## src/rtl/be_lane_pkg.sv

```systemverilog
package be_lane_pkg;
  localparam int unsigned WORD_W = 32;
  localparam int unsigned BYTES  = WORD_W / 8;
  localparam int unsigned OFF_W  = $clog2(BYTES);

  typedef enum logic [1:0] {
    SZ_BYTE = 2'd0,
    SZ_HALF = 2'd1,
    SZ_WORD = 2'd2,
    SZ_RSVD = 2'd3
  } acc_size_e;
endpackage

```

## src/rtl/be_lane_align.sv

```systemverilog
module be_lane_align
  import be_lane_pkg::*;
(
  input  logic [OFF_W-1:0] off_i,
  input  acc_size_e        size_i,
  output logic             misalign_o,
  output logic [BYTES-1:0] lane_mask_o
);
  logic [BYTES-1:0] lane_raw;

  always_comb begin
    unique case (size_i)
      SZ_BYTE: misalign_o = 1'b0;
      SZ_HALF: misalign_o = off_i[0];
      SZ_WORD: misalign_o = |off_i;
      default: misalign_o = 1'b1;
    endcase
  end

  // lane l holds bits 8l+7:8l; big-endian offset of that lane is BYTES-1-l
  for (genvar l = 0; l < BYTES; l++) begin : g_lane
    localparam int unsigned LOFF = BYTES - 1 - l;
    always_comb begin
      unique case (size_i)
        SZ_BYTE: lane_raw[l] = (off_i == OFF_W'(LOFF));
        SZ_HALF: lane_raw[l] = (off_i[OFF_W-1:1] == (OFF_W-1)'(LOFF >> 1));
        SZ_WORD: lane_raw[l] = 1'b1;
        default: lane_raw[l] = 1'b0;
      endcase
    end
  end

  assign lane_mask_o = misalign_o ? '0 : lane_raw;
endmodule

```

## src/rtl/be_load_extract.sv

```systemverilog
module be_load_extract
  import be_lane_pkg::*;
(
  input  logic [WORD_W-1:0] rdata_i,
  input  logic [OFF_W-1:0]  off_i,
  input  acc_size_e         size_i,
  input  logic              unsigned_i,
  output logic [WORD_W-1:0] data_o
);
  localparam int unsigned HALVES = BYTES / 2;

  logic [7:0]  byte_at [BYTES];
  logic [15:0] half_at [HALVES];
  logic [7:0]  sel_b;
  logic [15:0] sel_h;

  for (genvar k = 0; k < BYTES; k++) begin : g_byte
    assign byte_at[k] = rdata_i[WORD_W-1-8*k -: 8];
  end
  for (genvar j = 0; j < HALVES; j++) begin : g_half
    assign half_at[j] = rdata_i[WORD_W-1-16*j -: 16];
  end

  assign sel_b = byte_at[off_i];
  assign sel_h = half_at[off_i[OFF_W-1:1]];

  always_comb begin
    unique case (size_i)
      SZ_BYTE: data_o = {{(WORD_W-8){~unsigned_i & sel_b[7]}}, sel_b};
      SZ_HALF: data_o = {{(WORD_W-16){~unsigned_i & sel_h[15]}}, sel_h};
      SZ_WORD: data_o = rdata_i;
      default: data_o = '0;
    endcase
  end
endmodule

```

## src/rtl/be_store_place.sv

```systemverilog
module be_store_place
  import be_lane_pkg::*;
(
  input  logic [WORD_W-1:0] wdata_i,
  input  logic [BYTES-1:0]  lane_mask_i,
  input  acc_size_e         size_i,
  output logic [WORD_W-1:0] data_o
);
  for (genvar l = 0; l < BYTES; l++) begin : g_lane
    localparam int unsigned LOFF = BYTES - 1 - l;
    // within a halfword, the even offset carries the upper source byte
    localparam int unsigned HSRC = ((LOFF & 1) == 0) ? 1 : 0;
    logic [7:0] src;
    always_comb begin
      unique case (size_i)
        SZ_BYTE: src = wdata_i[7:0];
        SZ_HALF: src = wdata_i[8*HSRC +: 8];
        SZ_WORD: src = wdata_i[8*l +: 8];
        default: src = 8'h00;
      endcase
    end
    assign data_o[8*l +: 8] = lane_mask_i[l] ? src : 8'h00;
  end
endmodule

```

## src/rtl/be_lane_unit.sv

```systemverilog
module be_lane_unit
  import be_lane_pkg::*;
#(
  parameter int unsigned AW = 32
) (
  input  logic              clk_i,
  input  logic              rst_ni,
  input  logic              req_valid_i,
  input  logic              req_write_i,
  input  logic [AW-1:0]     req_addr_i,
  input  logic [1:0]        req_size_i,
  input  logic              req_unsigned_i,
  input  logic [WORD_W-1:0] rdata_i,
  input  logic [WORD_W-1:0] wdata_i,
  output logic              rsp_valid_o,
  output logic [WORD_W-1:0] ld_data_o,
  output logic [WORD_W-1:0] st_data_o,
  output logic [BYTES-1:0]  st_be_o,
  output logic              misalign_o
);
  acc_size_e        size;
  logic [OFF_W-1:0] off;
  logic             mis;
  logic [BYTES-1:0] mask;
  logic [WORD_W-1:0] ld_ext, st_pos;
  logic [WORD_W-1:0] ld_d, st_d;
  logic [BYTES-1:0]  be_d;

  assign size = acc_size_e'(req_size_i);
  assign off  = req_addr_i[OFF_W-1:0];

  be_lane_align u_align (
    .off_i       (off),
    .size_i      (size),
    .misalign_o  (mis),
    .lane_mask_o (mask)
  );

  be_load_extract u_extract (
    .rdata_i    (rdata_i),
    .off_i      (off),
    .size_i     (size),
    .unsigned_i (req_unsigned_i),
    .data_o     (ld_ext)
  );

  be_store_place u_place (
    .wdata_i     (wdata_i),
    .lane_mask_i (mask),
    .size_i      (size),
    .data_o      (st_pos)
  );

  always_comb begin
    ld_d = '0;
    st_d = '0;
    be_d = '0;
    if (req_write_i) begin
      st_d = st_pos;
      be_d = mask;
    end else if (!mis) begin
      ld_d = ld_ext;
    end
  end

  always_ff @(posedge clk_i or negedge rst_ni) begin
    if (!rst_ni) begin
      rsp_valid_o <= 1'b0;
      ld_data_o   <= '0;
      st_data_o   <= '0;
      st_be_o     <= '0;
      misalign_o  <= 1'b0;
    end else begin
      rsp_valid_o <= req_valid_i;
      if (req_valid_i) begin
        ld_data_o  <= ld_d;
        st_data_o  <= st_d;
        st_be_o    <= be_d;
        misalign_o <= mis;
      end
    end
  end


  p_rsp_follows_req_r1: assert property (@(posedge clk_i) disable iff (!rst_ni)
    req_valid_i |=> rsp_valid_o);
  p_hold_when_idle_r1: assert property (@(posedge clk_i) disable iff (!rst_ni)
    !req_valid_i |=> ($stable(ld_data_o) && $stable(st_be_o) && !rsp_valid_o));

  p_misalign_no_be_r10: assert property (@(posedge clk_i) disable iff (!rst_ni)
    (rsp_valid_o && misalign_o) |-> (st_be_o == '0 && ld_data_o == '0));

  p_load_no_be_r11: assert property (@(posedge clk_i) disable iff (!rst_ni)
    (req_valid_i && !req_write_i) |=> (st_be_o == '0 && st_data_o == '0));

  p_byte_one_lane_r7: assert property (@(posedge clk_i) disable iff (!rst_ni)
    (req_valid_i && req_write_i && req_size_i == 2'd0) |=> ($countones(st_be_o) == 1));

  p_word_full_be_r9: assert property (@(posedge clk_i) disable iff (!rst_ni)
    (req_valid_i && req_write_i && req_size_i == 2'd2 && req_addr_i[1:0] == 2'b00)
      |=> (st_be_o == '1));

  p_zext_byte_r6: assert property (@(posedge clk_i) disable iff (!rst_ni)
    (req_valid_i && !req_write_i && req_unsigned_i && req_size_i == 2'd0)
      |=> (ld_data_o[WORD_W-1:8] == '0));

  p_sext_byte_r5: assert property (@(posedge clk_i) disable iff (!rst_ni)
    (req_valid_i && !req_write_i && !req_unsigned_i && req_size_i == 2'd0)
      |=> (ld_data_o[WORD_W-1:7] == '0 || ld_data_o[WORD_W-1:7] == '1));
endmodule

```

## config.mk

```make
export PLATFORM = sky130hd
export DESIGN_NAME = be_lane_unit
export DESIGN_NICKNAME = d
export VERILOG_FILES = /design/src/rtl/be_lane_pkg.sv /design/src/rtl/be_lane_align.sv /design/src/rtl/be_load_extract.sv /design/src/rtl/be_store_place.sv /design/src/rtl/be_lane_unit.sv
export SDC_FILE = /design/constraint.sdc
export NUM_CORES = 1
export LEC_CHECK = 0
export ABC_AREA = 0
export ABC_CLOCK_PERIOD_IN_PS = 1300
export BUFFER_PORTS_ARGS = -buffer_cell sky130_fd_sc_hd__buf_4
export CORE_MARGIN = 5
export CORE_UTILIZATION = 45
export CTS_CLUSTER_DIAMETER = 40
export DETAILED_ROUTE_END_ITERATION = 8
export GPL_TIMING_DRIVEN = 0
export PLACE_DENSITY = 0.74
export SYNTH_ARGS = -nofsm -noshare
export SYNTH_HDL_FRONTEND = slang
export SYNTH_HIERARCHICAL = 1
export SYNTH_SLANG_ARGS = --single-unit
```

## constraint.sdc

```tcl
create_clock -name clk_i -period 1.3 [get_ports clk_i]
set_input_delay 0.065 -clock clk_i [delete_from_list [all_inputs] [get_ports clk_i]]
set_output_delay 0.065 -clock clk_i [all_outputs]
set_load 0.1 [all_outputs]
```

==> flow_summary_export.csv <==
group,metric,value,unit
run_status,outcome,"completed",
cells_and_area,nets,774,
power,p_per_area,967.1,nW/um2
worst_hold_path,min_path_cells,5,
clocking,cts_tree,"done",
clocking,htreeDepth,3,
floorplanning,fp.dieH,109.9,um
logic_synthesis,synth-edff-count,0,
logic_synthesis,yosysSeqAreaShare,39.02,%
routing,drc,0,
logic_synthesis,yosys_warnings,6,
clocking,clock_latency,350,ps
worst_hold_path,hold_class,"in2reg",
routing,ant_nets,0,
cells_and_area,area_growth,33.11,%
sta,fin_crit_sh,96.63,%
logic_synthesis,synth_area_leaders,"dfrtp_1, o22ai_2, inv_1",
logic_synthesis,synthCells,510,
critical_path,cp.required,1530,ps
logic_synthesis,syn-cell-area,4489,um2
sta,worst_pin_slew,887.3,ps
critical_path,reg2reg_depth,1,
floorplanning,ioPinCount,173,
critical_path,r2r_end,"misalign_o$_DFFE_PN0P_",
routing,via_count,4405,
sta,finClkSkew,0,ps
global_route,grt_max_degree,71,
routing,viasPerCell,5.493,
sta,whs,100.2,ps
logic_synthesis,async_reset_ff_share,100.0,%
critical_path,r2r_slack,550,ps
global_route,grt_overflow,0,
place,gp_congestion,0.9722,
routing,drt-total-wl,14220,um
global_route,antenna_found_initial,0,
sta,hold_violations,0,
global_route,grt_pass1_wl,21970,um
critical_path,r2r_start,"misalign_o$_DFFE_PN0P_",
critical_path,cp-end-kind,"flip-flop",
logic_synthesis,postSynthNetCount,617,
critical_path,critPathLaunch,"req_addr_i[1]",
sta,setup-violations-final,0,
logic_synthesis,ys.flop_type,"dfrtp_1",
logic_synthesis,ys_ff_latch,70,
place,hpwlAfterDp,10900,um
power,p_leak,2.680,nW
floorplanning,core,9774,um2
logic_synthesis,synth_cell_type_count,46,
routing,drt-pass1-iter-count,5,
cells_and_area,postLayoutCellArea,5976,um2
clocking,clockRootBuffer,"clkbuf_8",
power,vdd_drop_max,0.6489,mV
place,port_buffers,141,
logic_synthesis,synth_area_leader_cell,"dfrtp_1",
critical_path,critPathLaunchType,"input port",
floorplanning,die_x,109.9,um
floorplanning,rows,36,
clocking,cts.sinks,70,
logic_synthesis,avgSynthCellArea,8.803,um2
routing,wl_per_cell,17.72,um
clocking,cts-buffers-inserted,9,
global_route,groute.usage.overall,23.79,%
logic_synthesis,yosys-top-cells-count,"dfrtp_1, inv_1, nand2_1, o21ai_0, nand3_1",
sta,fin_crit,1256,ps
place,dpl-instance-area,5717,um2
sta,slew_headroom,40.85,%
run,cap_violations,0,
floorplanning,start_util,45.93,%
global_route,first_global_vias,4409,
routing,first_iter_violations,208,
critical_path,path_max_fanout,10,
critical_path,path_class,"in2reg",
clocking,cts.clk_slew.worst_paths,70,ps
clocking,clockBufferDepth,2,
floorplanning,dieArea,12070,um2
cells_and_area,antenna_cells,0,
worst_hold_path,min_to,"ld_data_o[20]$_DFFE_PN0P_",
worst_hold_path,holdCritStartpoint,"rdata_i[20]",
sta,clock.fmax,796.0,MHz
cells_and_area,drive_above_1_share,36.32,%
logic_synthesis,synth_top_area_share,39.02,%
sta,slew_viol_final,0,
critical_path,cp.arrival,1490,ps
sta,rsz0062_at_grt,"false",
[state kept, by name (all words and copies together) (netlist names)]
register and cells:
ld_data_o 32, misalign_o 1, rsp_valid_o 1, st_be_o 4, st_data_o 32
[metrics by stage]
stage	instances	utilization, %	setup WS [ps]	total power [mW]	setup TNS [ps]
after global placement	784	58.49	-386.2	4.179	-16390
after floorplan	510	-	7.905	3.603	0
after CTS	800	60.54	14.75	5.782	0
after detailed placement	784	58.49	-471.2	4.194	-17620
final	802	61.14	43.77	5.779	0
after global routing	802	61.14	4.509	6.032	0
[worst max-delay path, cell delays in order]
cell and delay (ps):
buf_4 120, buf_6 120, buf_2 260, mux2_2 410, a22oi_1 210, o21ai_0 130
nand2_1 90, o22ai_2 60
[report_power, final]
group / switching, mW / total, mW / internal (mW)
clock: 0.829 / 1.59 / 0.759
combinational: 1.28 / 1.88 / 0.601
sequential: 0.0487 / 2.31 / 2.26
[placed cells by master (no fill, tap or decap), types with 2 or more instances in the layout]
cell	synthesis	routed
mux2i_1	2	2
a22o_1	4	4
or2b_1	2	2
dlygate4sd3_1	0	3
nor2_1	19	18
nand2_1	58	58
ha_1	4	3
buf_2	8	9
mux2_2	10	10
buf_8	0	2
dfrtp_1	70	70
a22oi_1	18	18
o211ai_1	7	7
clkinv_2	0	2
nand3b_1	4	4
nand3_1	37	37
clkbuf_8	0	11
o21ai_1	11	12
nand2b_1	8	8
and2_1	8	8
o22ai_2	30	30
clkbuf_1	20	17
o211ai_2	10	10
a222oi_1	8	8
buf_6	13	13
a21oi_1	11	11
inv_1	70	70
o22ai_1	6	6
buf_4	4	145
o21ai_0	47	46
[routing by layer]
| layer | vias up | GRT usage [%] | routed length [um] |
|---|---|---|---|
| met5 | - | 0 | 0 |
| met4 | 0 | 9.795 | 352 |
| met3 | 32 | 4.756 | 1279 |
| met2 | 214 | 38.86 | 6672 |
| met1 | 2085 | 30.72 | 5911 |
| li1 | 2074 | - | - |
[cell families (layout without fill, tap and decap cells)]
| group | Yosys count | after routing | synth area share, % |
|---|---|---|---|
| buffers and inverters | 117 | 276 | 12.63 |
| xor gates and xnor gates | 1 | 1 | 0.1951 |
| and+or+nand+nor | 148 | 148 | 16.17 |
| AOI/OAI and AO/OA | 158 | 158 | 27.93 |
| muxes | 12 | 12 | 2.954 |
| adders and majority gates | 4 | 4 | 1.115 |
| DFF | 70 | 70 | 39.02 |
[worst max-delay path by stage]
| stage | to | slack (ps) | depth (start not counted) |
|---|---|---|---|
| final | ld_data_o[12]$_DFFE_PN0P_ | 40 | 8 |
| after global routing | ld_data_o[31]$_DFFE_PN0P_ | 5 | 8 |
| after CTS | st_data_o[22]$_DFFE_PN0P_ | 10 | 8 |
| after detailed placement | st_data_o[22]$_DFFE_PN0P_ | -470 | 8 |
| after global placement | st_data_o[18]$_DFFE_PN0P_ | -390 | 8 |
| after floorplan | ld_data_o[30]$_DFFE_PN0P_ | 8 | 7 |
[repair_timing]
item                                   CTS  global route
setup endpoints to repair                9            34
endpoints found under the hold margin   73             0
resized for setup                        1            10
setup buffers                            1             1
cloned                                   0             2
hold buffers                             3             0
pin swaps                                0             3
[cell type report]
class                      count  area [um2]
clock buffer                  11       151.4
sequential                    70        1752
inverter                      70       262.8
buffer                        45       305.3
timing repair buffer         148        1141
fill                         883        3799
tap                          133       166.4
clock inverter                 2       10.01
multi-input combinational    323        2187
No activity file was read; power rests on OpenSTA's default activity.
